$ cat config.mk
export PLATFORM = sky130hd
export DESIGN_NAME = rst_pwr_ctrl
export DESIGN_NICKNAME = d
export VERILOG_FILES = /design/src/rtl/rpc_pkg.sv /design/src/rtl/rst_qual.sv /design/src/rtl/bod_hold.sv /design/src/rtl/pwr_state.sv /design/src/rtl/rst_pwr_ctrl.sv
export SDC_FILE = /design/constraint.sdc
export NUM_CORES = 1
export LEC_CHECK = 0
export ABC_AREA = 1
export BUFFER_PORTS_ARGS = -buffer_cell sky130_fd_sc_hd__buf_2
export CORE_AREA = 10 10 66 68
export CTS_CLUSTER_DIAMETER = 150
export DETAILED_ROUTE_END_ITERATION = 8
export DIE_AREA = 0 0 76 78
export PLACE_DENSITY = 0.71
export SYNTH_ARGS = -nofsm -noshare
export SYNTH_HDL_FRONTEND = slang
export SYNTH_SLANG_ARGS = --single-unit
$ cat constraint.sdc
create_clock -name clk_i -period 2.7 [get_ports clk_i]
set_input_delay 0.27 -clock clk_i [delete_from_list [all_inputs] [get_ports clk_i]]
set_output_delay 0.27 -clock clk_i [all_outputs]
set_load 0.01 [all_outputs]
$ cat src/rtl/rpc_pkg.sv
package rpc_pkg;
  localparam int unsigned MC_CLKS  = 12;
  localparam int unsigned QUAL_MCS = 2;
  typedef struct packed {
    logic pd;
    logic idle;
  } pcon_t;
endpackage

$ cat src/rtl/rst_qual.sv
module rst_qual #(
  parameter int unsigned QUAL = 24,
  localparam int unsigned CW  = $clog2(QUAL + 1)
) (
  input  logic clk_i,
  input  logic rst_ni,
  input  logic pin_i,
  output logic qual_o
);
  logic [CW-1:0] cnt_q;

  always_ff @(posedge clk_i or negedge rst_ni) begin
    if (!rst_ni)                     cnt_q <= '0;
    else if (!pin_i)                 cnt_q <= '0;
    else if (cnt_q != CW'(QUAL))     cnt_q <= cnt_q + 1'b1;
  end

  assign qual_o = (cnt_q == CW'(QUAL));

  // a low pin drops the qualified reset on the next edge
  a_r1_low_clears: assert property (@(posedge clk_i) disable iff (!rst_ni)
    !pin_i |=> !qual_o);
  // the qualified reset only ever rises with the pin held high
  a_r1_rise_needs_pin: assert property (@(posedge clk_i) disable iff (!rst_ni)
    (!qual_o && !pin_i) |=> !qual_o);
endmodule

$ cat src/rtl/bod_hold.sv
module bod_hold #(
  parameter int unsigned DLY = 180000,
  localparam int unsigned CW = $clog2(DLY + 1)
) (
  input  logic clk_i,
  input  logic rst_ni,
  input  logic bod_i,
  output logic busy_o
);
  logic          bod_q;
  logic [CW-1:0] cnt_q;

  always_ff @(posedge clk_i or negedge rst_ni) begin
    if (!rst_ni) begin
      bod_q <= 1'b0;
      cnt_q <= '0;
    end else begin
      bod_q <= bod_i;
      if (bod_q && !bod_i)    cnt_q <= CW'(DLY);
      else if (cnt_q != '0)   cnt_q <= cnt_q - 1'b1;
    end
  end

  assign busy_o = (cnt_q != '0);

  // recovery from brown-out starts the hold on the following cycle
  a_r6_fall_starts_hold: assert property (@(posedge clk_i) disable iff (!rst_ni)
    (bod_q && !bod_i) |=> busy_o);
  // the hold never restarts without a brown-out fall
  a_r6_no_spurious_hold: assert property (@(posedge clk_i) disable iff (!rst_ni)
    (!busy_o && !(bod_q && !bod_i)) |=> !busy_o);
endmodule

$ cat src/rtl/pwr_state.sv
module pwr_state
  import rpc_pkg::*;
(
  input  logic       clk_i,
  input  logic       rst_ni,
  input  logic       sys_rst_i,
  input  logic       we_i,
  input  logic [1:0] wd_i,
  input  logic       irq_i,
  output pcon_t      pcon_o
);
  pcon_t pcon_q;
  logic  run;

  assign run = !pcon_q.pd && !pcon_q.idle;

  always_ff @(posedge clk_i or negedge rst_ni) begin
    if (!rst_ni)                          pcon_q <= '0;
    else if (sys_rst_i)                   pcon_q <= '0;
    else if (run && we_i)                 pcon_q <= pcon_t'(wd_i);
    else if (!pcon_q.pd && pcon_q.idle && irq_i) pcon_q <= '0;
  end

  assign pcon_o = pcon_q;

  // only reset leaves power-down
  a_r4_pd_holds: assert property (@(posedge clk_i) disable iff (!rst_ni)
    (pcon_q.pd && !sys_rst_i) |=> pcon_q.pd);
  // an interrupt wakes idle
  a_r3_idle_wake: assert property (@(posedge clk_i) disable iff (!rst_ni)
    (!pcon_q.pd && pcon_q.idle && irq_i && !sys_rst_i) |=> (pcon_q == '0));
  // reset clears the request bits
  a_r7_rst_clears: assert property (@(posedge clk_i) disable iff (!rst_ni)
    sys_rst_i |=> (pcon_q == '0));
  // writes outside run leave the bits alone
  a_r9_lp_write_ignored: assert property (@(posedge clk_i) disable iff (!rst_ni)
    (!run && we_i && !irq_i && !sys_rst_i) |=> $stable(pcon_q));
endmodule

$ cat src/rtl/rst_pwr_ctrl.sv
module rst_pwr_ctrl
  import rpc_pkg::*;
#(
  parameter int unsigned         PORT_W   = 8,
  parameter logic [PORT_W-1:0]   CMP_MASK = 8'h03,
  parameter int unsigned         BOD_DLY  = 180000
) (
  input  logic              clk_i,
  input  logic              rst_ni,
  input  logic              rst_pin_i,
  input  logic              bod_i,
  input  logic              pcon_we_i,
  input  logic [1:0]        pcon_wd_i,
  input  logic              irq_i,
  output logic              sys_rst_o,
  output logic              cpu_clk_en_o,
  output logic              per_clk_en_o,
  output logic              osc_en_o,
  output logic [PORT_W-1:0] port_hi_o,
  output logic [1:0]        pcon_o
);
  localparam int unsigned QUAL = MC_CLKS * QUAL_MCS;

  logic  pin_ok, bod_busy;
  pcon_t pcon;

  rst_qual #(.QUAL(QUAL)) u_qual (
    .clk_i(clk_i), .rst_ni(rst_ni), .pin_i(rst_pin_i), .qual_o(pin_ok));

  bod_hold #(.DLY(BOD_DLY)) u_bod (
    .clk_i(clk_i), .rst_ni(rst_ni), .bod_i(bod_i), .busy_o(bod_busy));

  assign sys_rst_o = pin_ok || bod_busy;

  pwr_state u_pwr (
    .clk_i(clk_i), .rst_ni(rst_ni), .sys_rst_i(sys_rst_o),
    .we_i(pcon_we_i), .wd_i(pcon_wd_i), .irq_i(irq_i), .pcon_o(pcon));

  assign pcon_o       = pcon;
  // power-down wins over idle
  assign cpu_clk_en_o = !pcon.pd && !pcon.idle;
  assign per_clk_en_o = !pcon.pd;
  assign osc_en_o     = !pcon.pd || rst_pin_i;

  for (genvar i = 0; i < PORT_W; i++) begin : g_port
    assign port_hi_o[i] = rst_pin_i || sys_rst_o || (bod_i && !CMP_MASK[i]);
  end

  // both bits set means every clock is off
  a_r8_pd_priority: assert property (@(posedge clk_i) disable iff (!rst_ni)
    (pcon.pd && pcon.idle && !rst_pin_i) |-> (!cpu_clk_en_o && !per_clk_en_o && !osc_en_o));
  // ports are all high while the pin is high
  a_r2_pin_forces: assert property (@(posedge clk_i) disable iff (!rst_ni)
    rst_pin_i |-> (&port_hi_o));
endmodule

Yosys cells after proc, flatten, opt, wreduce, memory -nomap -nowiden
Cells that the tools add are included.

Input bits: 8. Word-level logic and storage cells: 32. Bits in registers: 26.

Muxes and demuxes: 7. Equality and inequality tests: 3. $add $sub $neg: 2. Reductions and logical operators: 15.

Operators with widths (count): $mux W18 (2); $reduce_bool A18 Y1 (1); $sub A18 B1 Y18 const B (1); $mux W5 (2); $mux W2 (3); $add A5 B1 Y5 const B (1); $eq A5 B5 Y1 const B (1); $logic_and A1 B1 Y1 (5); $ne A5 B5 Y1 const B (1); $logic_or A1 B1 Y1 (4); $logic_not A1 Y1 (3); $reduce_bool A3 Y1 (1); $ne A2 B1 Y1 const B (1); $reduce_bool A2 Y1 (1).

Depth between registers and ports, before layout
Word-level depth: 6. Depth in mapped cells: 8. Gate-level depth less buffers: 8.

Hierarchy
From an unflattened synthesis, not the netlist that was laid out.

Cell total of the unflattened synthesis: 226. Area total of the unflattened synthesis: 1637.8 um2.

Modules (own cells, without submodules): bod_hold (cells an instance 159, times used 1, area an instance 1158.6 um2); rst_qual (cells an instance 39, times used 1, area an instance 296.5 um2); pwr_state (cells an instance 13, times used 1, area an instance 100.1 um2); rst_pwr_ctrl (cells an instance 15, times used 1, area an instance 82.6 um2).

Worst setup path after synthesis
No wires, ideal clock.

Kind: register -> output. Start: reg u_bod.cnt_q[0]. End: out port_hi_o[3]. Data required time: 2.430 ns. Setup slack: 0.788 ns. Path buffers: 1. Arrival time: 1.642 ns. Cell stages (with the launch flop): 9. Cells stage by stage: dfrtp_1 > inv_1 > ha_1 > nand2_2 > nor2_4 > nand3_4 > nor2_4 > nand3_1 > buf_4.

Longest elaborated chain between the ends: 4.

RTL lines: start: declaration (line bod_hold.sv:11) `logic [CW-1:0] cnt_q;`; start signal: assignment (line bod_hold.sv:19) `if (bod_q && !bod_i) cnt_q <= CW'(DLY);`; start signal: assignment (line bod_hold.sv:20) `else if (cnt_q != '0) cnt_q <= cnt_q - 1'b1;`; $reduce_bool A18 Y1 (line bod_hold.sv:24) `assign busy_o = (cnt_q != '0);`; $logic_or A1 B1 Y1 (line rst_pwr_ctrl.sv:33) `assign sys_rst_o = pin_ok || bod_busy;`; $logic_or A1 B1 Y1 (2 in series); end: declaration (line rst_pwr_ctrl.sv:19) `output logic [PORT_W-1:0] port_hi_o,`.

Every way passes these cells.

Worst setup path in the final report
Start: reg u_bod.cnt_q[0]. End: out port_hi_o[4].

Longest elaborated chain between the ends: 4.

RTL lines: $reduce_bool A18 Y1 (line bod_hold.sv:24); $logic_or A1 B1 Y1 (line rst_pwr_ctrl.sv:33); $logic_or A1 B1 Y1 (2 in series) (line rst_pwr_ctrl.sv:46) `assign port_hi_o[i] = rst_pin_i || sys_rst_o || (bod_i && !CMP_MASK[i]);`.

Every way passes these cells.

==> run_summary.xml <==
<?xml version="1.0" encoding="UTF-8"?>
<metrics>
  <group name="run_status">
    <metric name="run_status" unit="">finished, final reports clean</metric>
  </group>
  <group name="route">
    <metric name="antenna_violating_nets_post_route" unit="">0</metric>
    <metric name="drt_iter0_drc" unit="">148</metric>
    <metric name="route.detailed.wl_per_inst" unit="um">11.2</metric>
    <metric name="route.vias.total" unit="">1303</metric>
    <metric name="drc" unit="">0</metric>
    <metric name="dr.pass1.iters" unit="">4</metric>
    <metric name="drt-total-wl" unit="um">3070</metric>
    <metric name="vias_per_cell" unit="">4.74</metric>
  </group>
  <group name="die">
    <metric name="dieHeight" unit="um">78</metric>
    <metric name="dieWidth" unit="um">76</metric>
    <metric name="std_cell_rows" unit="">21</metric>
    <metric name="floorplan.core_area" unit="mm^2">0.00318</metric>
    <metric name="ioPinCount" unit="">22</metric>
    <metric name="initial_core_utilization" unit="%">48.8</metric>
    <metric name="die_area" unit="mm^2">0.00593</metric>
  </group>
  <group name="global_routing">
    <metric name="grt_remaining_overflow" unit="">0</metric>
    <metric name="globalRouteTotalUtil" unit="%">10.6</metric>
    <metric name="grt_start_max_net_pins" unit="">27</metric>
    <metric name="via_count_of_the_first_global_routing_pass" unit="">1192</metric>
    <metric name="grt_pass1_wl" unit="um">5420</metric>
    <metric name="antenna_violations_before_repair" unit="">0</metric>
  </group>
  <group name="cells_and_area">
    <metric name="post_route_cells_drive_above_1_share" unit="%">17.0</metric>
    <metric name="antenna-diode-count" unit="">0</metric>
    <metric name="utilization" unit="%">53.4</metric>
    <metric name="final_nets" unit="">241</metric>
    <metric name="area.growth.synth_to_final" unit="%">9.60</metric>
  </group>
  <group name="synth">
    <metric name="yosys.cell_count.top_type" unit="">nand2_1</metric>
    <metric name="postSynthAreaPerCell" unit="um^2">7.35</metric>
    <metric name="mux_share_of_post_synthesis_cell_area" unit="%">0</metric>
    <metric name="yosysTopAreaCell" unit="">dfrtp_1</metric>
    <metric name="ys_seq_area_share" unit="%">42.0</metric>
    <metric name="synthXorXnorAreaFrac" unit="%">0.565</metric>
    <metric name="synth_commonest_cells" unit="">nand2_1 (45), inv_1 (34), nor2_1 (31)</metric>
    <metric name="yosys_most_used_dff" unit="">dfrtp_1</metric>
    <metric name="postSynthCellCount" unit="">211</metric>
    <metric name="synth_compound_area_share" unit="%">5.81</metric>
    <metric name="synth_simple_gate_area_share" unit="%">37.1</metric>
    <metric name="seq_cells_post_synth" unit="">26</metric>
    <metric name="yosys_warnings" unit="">0</metric>
    <metric name="synth_area_leaders" unit="">dfrtp_1 (42%), nand2_1 (11%), inv_1 (8.2%), nor2_1 (7.5%), nand3_1 (5.2%)</metric>
    <metric name="yosys.area.top_type_share" unit="%">42.0</metric>
    <metric name="synth_adder_area_share" unit="%">2.42</metric>
    <metric name="synth.distinct_cells" unit="">23</metric>
    <metric name="synth_top_family_by_area" unit="">simple AND/OR/NAND/NOR gates</metric>
    <metric name="synth_enable_flop_cells" unit="">0</metric>
    <metric name="synth.net_count" unit="">222</metric>
    <metric name="netlist_area" unit="mm^2">0.00155</metric>
    <metric name="asyncSetResetFlopFracSynth" unit="%">100</metric>
  </group>
  <group name="worst_setup_path">
    <metric name="critical_path.max_stage_delay" unit="ns">0.45</metric>
    <metric name="cpMostUsedCell" unit="">nor2_4</metric>
    <metric name="crit_path_cell_trace" unit="">inv_1, ha_1, nand2_2, nor2_4, nand3_4, nor2_4, nand3_1, buf_2</metric>
    <metric name="crit_path_top_delay_cell" unit="">dfrtp_1</metric>
    <metric name="worst-path-stages" unit="">8</metric>
    <metric name="startpoint" unit="">u_bod.cnt_q[0]</metric>
    <metric name="worst-path-buf-inv" unit="">2</metric>
    <metric name="reg2reg_depth" unit="">8</metric>
    <metric name="timing.critical_path.arrival" unit="ns">2.14</metric>
    <metric name="critical_path.startpoint_type" unit="">flip-flop</metric>
    <metric name="cp.required" unit="ns">2.43</metric>
    <metric name="regToRegStartpoint" unit="">u_bod.cnt_q[0]</metric>
    <metric name="timing.setup.critical_path_class" unit="">flip-flop to output pin</metric>
    <metric name="crit_fanout" unit="">16</metric>
    <metric name="end_kind" unit="">output pin</metric>
    <metric name="critical_path.top_delay_family" unit="">simple AND/OR/NAND/NOR gates</metric>
  </group>
  <group name="timing">
    <metric name="fmax" unit="MHz">415</metric>
    <metric name="rsz_0062_raised_after_global_routing" unit="">false</metric>
    <metric name="tightest_slew" unit="ns">0.557</metric>
    <metric name="min_period" unit="ns">2.41</metric>
    <metric name="finClkSkew" unit="ns">0.00268</metric>
    <metric name="maxSlewHeadroom" unit="%">62.9</metric>
    <metric name="report.final.slew_viol_count" unit="">0</metric>
    <metric name="period_utilisation_layout" unit="%">89.2</metric>
    <metric name="setup_total_negative_slack" unit="ns">0</metric>
    <metric name="timing.final.setup_violations" unit="">0</metric>
    <metric name="final_hold_viol_count" unit="">0</metric>
  </group>
  <group name="power">
    <metric name="power_density" unit="mW/mm^2">551</metric>
    <metric name="leakagePower" unit="nW">0.799</metric>
    <metric name="irDropWorstVdd" unit="mV">0.260</metric>
    <metric name="power.total" unit="W">0.000937</metric>
  </group>
  <group name="clock_network">
    <metric name="clk-insertion-delay-late" unit="ns">0.32</metric>
    <metric name="ctsLongestPathBuffers" unit="">2</metric>
    <metric name="htree_num_levels" unit="">1</metric>
    <metric name="clock_sink_count" unit="">26</metric>
    <metric name="cts_tree" unit="">built</metric>
    <metric name="clk_root_buffer_cell" unit="">clkbuf_4</metric>
    <metric name="cts_buffers" unit="">3</metric>
    <metric name="clk_transition_reported_paths" unit="ns">0.14</metric>
    <metric name="cts_setup_buffers" unit="">0</metric>
  </group>
  <group name="hold_path">
    <metric name="worst_hold_path_type" unit="">input port to flip-flop</metric>
    <metric name="hold_start" unit="">bod_i</metric>
    <metric name="worst_hold_path.num_cells" unit="">1</metric>
  </group>
  <group name="run">
    <metric name="maxCapViolCount" unit="">0</metric>
  </group>
  <group name="placed_design">
    <metric name="port-buffer-count" unit="">21</metric>
    <metric name="gp_congestion" unit="">0.831</metric>
    <metric name="dpl.hpwl" unit="um">2380</metric>
  </group>
</metrics>
-- worst reg2reg max path: stages, from the launching register on --
cell and delay [ns]:
dfrtp_1 0.45, inv_1 0.11, ha_1 0.23, nand2_2 0.11, nor2_4 0.18, nand3_4 0.23, nor2_4 0.21, nand2_1 0.06
o21ai_0 0.08
-- final timing paths --
path	end	slack (ns)
worst min register to register	u_bod.cnt_q[11]	0.52
worst min-delay path	u_bod.bod_q	0.05
min in group asynchronous	u_bod.cnt_q[11]	0.45
max in group asynchronous	u_bod.cnt_q[16]	1.88
worst max register to register	u_bod.cnt_q[0]	0.97
worst max-delay path	port_hi_o[4]	0.29
-- power breakdown --
| part | switching (W) | internal (W) | leakage, nW |
|---|---|---|---|
| combinational | 0.000139 | 0.0000936 | 0.473 |
| clock | 0.000117 | 0.0000824 | 0.0210 |
| sequential | 0.0000633 | 0.000442 | 0.304 |
-- cell usage in the layout (no fill, tap or decap), drive strengths merged --
cell type    netlist  routed
buf                7      21
or2                5       5
nor2              38      38
ha                 3       3
nor3               3       3
nand4             11      11
dlygate4sd3        0       1
clkbuf             1       4
nand2             46      46
dfrtp             26      26
nand3b             1       1
xnor2              1       1
nand3             17      17
a21oi              9       9
inv               34      34
o21ai              9       9
-- area by class of cell --
class | count | area [um^2]
clock buffer | 4 | 36.3
fill | 305 | 1480
inverter | 34 | 128
multi-input combinational | 143 | 712
sequential | 26 | 651
tap | 46 | 57.6
timing repair buffer | 22 | 115
-- routing by layer --
| metal | global-route usage (%) | vias up | part of all wire, % |
|---|---|---|---|
| met5 | 0 | - | 0 |
| met4 | 3.41 | 0 | 0.68 |
| met3 | 1.84 | 2 | 2.5 |
| met2 | 17.0 | 15 | 48 |
| met1 | 14.0 | 583 | 48 |
| li1 | - | 703 | - |
-- sequential cells by signal, indices dropped and copies added, names as in the netlist --
signal        flops
u_bod.cnt_q      18
u_qual.cnt_q      5
u_pwr.pcon_o      2
u_bod.bod_q       1
-- logic make-up (layout without fill, tap and decap cells) --
group	Yosys count	count (layout)
buffers and inverters	42	60
adders and majority gates	3	3
DFF	26	26
AOI/OAI and AO/OA	18	18
and+or+nand+nor	121	121
xor gates and xnor gates	1	1
-- through the flow --
| step | hold slack [ns] | cell area, um^2 | std cells | setup slack, ns |
|---|---|---|---|---|
| after CTS | 0.0472 | 1700 | 275 | 0.275 |
| after floorplan | -0.0256 | 1550 | 211 | 0.788 |
| after global placement | 0.297 | 1650 | 270 | 0.723 |
| after detailed placement | 0.303 | 1650 | 270 | 0.655 |
| after global routing | 0.0212 | 1700 | 275 | 0.0896 |
| final | 0.0549 | 1700 | 275 | 0.293 |
-- what timing repair did --
| item | in CTS | in global routing |
|---|---|---|
| hold buffers | 1 | 0 |
| resized for setup | 0 | 0 |
| endpoints found under the hold margin | 26 | 0 |
| setup endpoints to repair | 0 | 0 |
(Power assumes the default switching activity.)
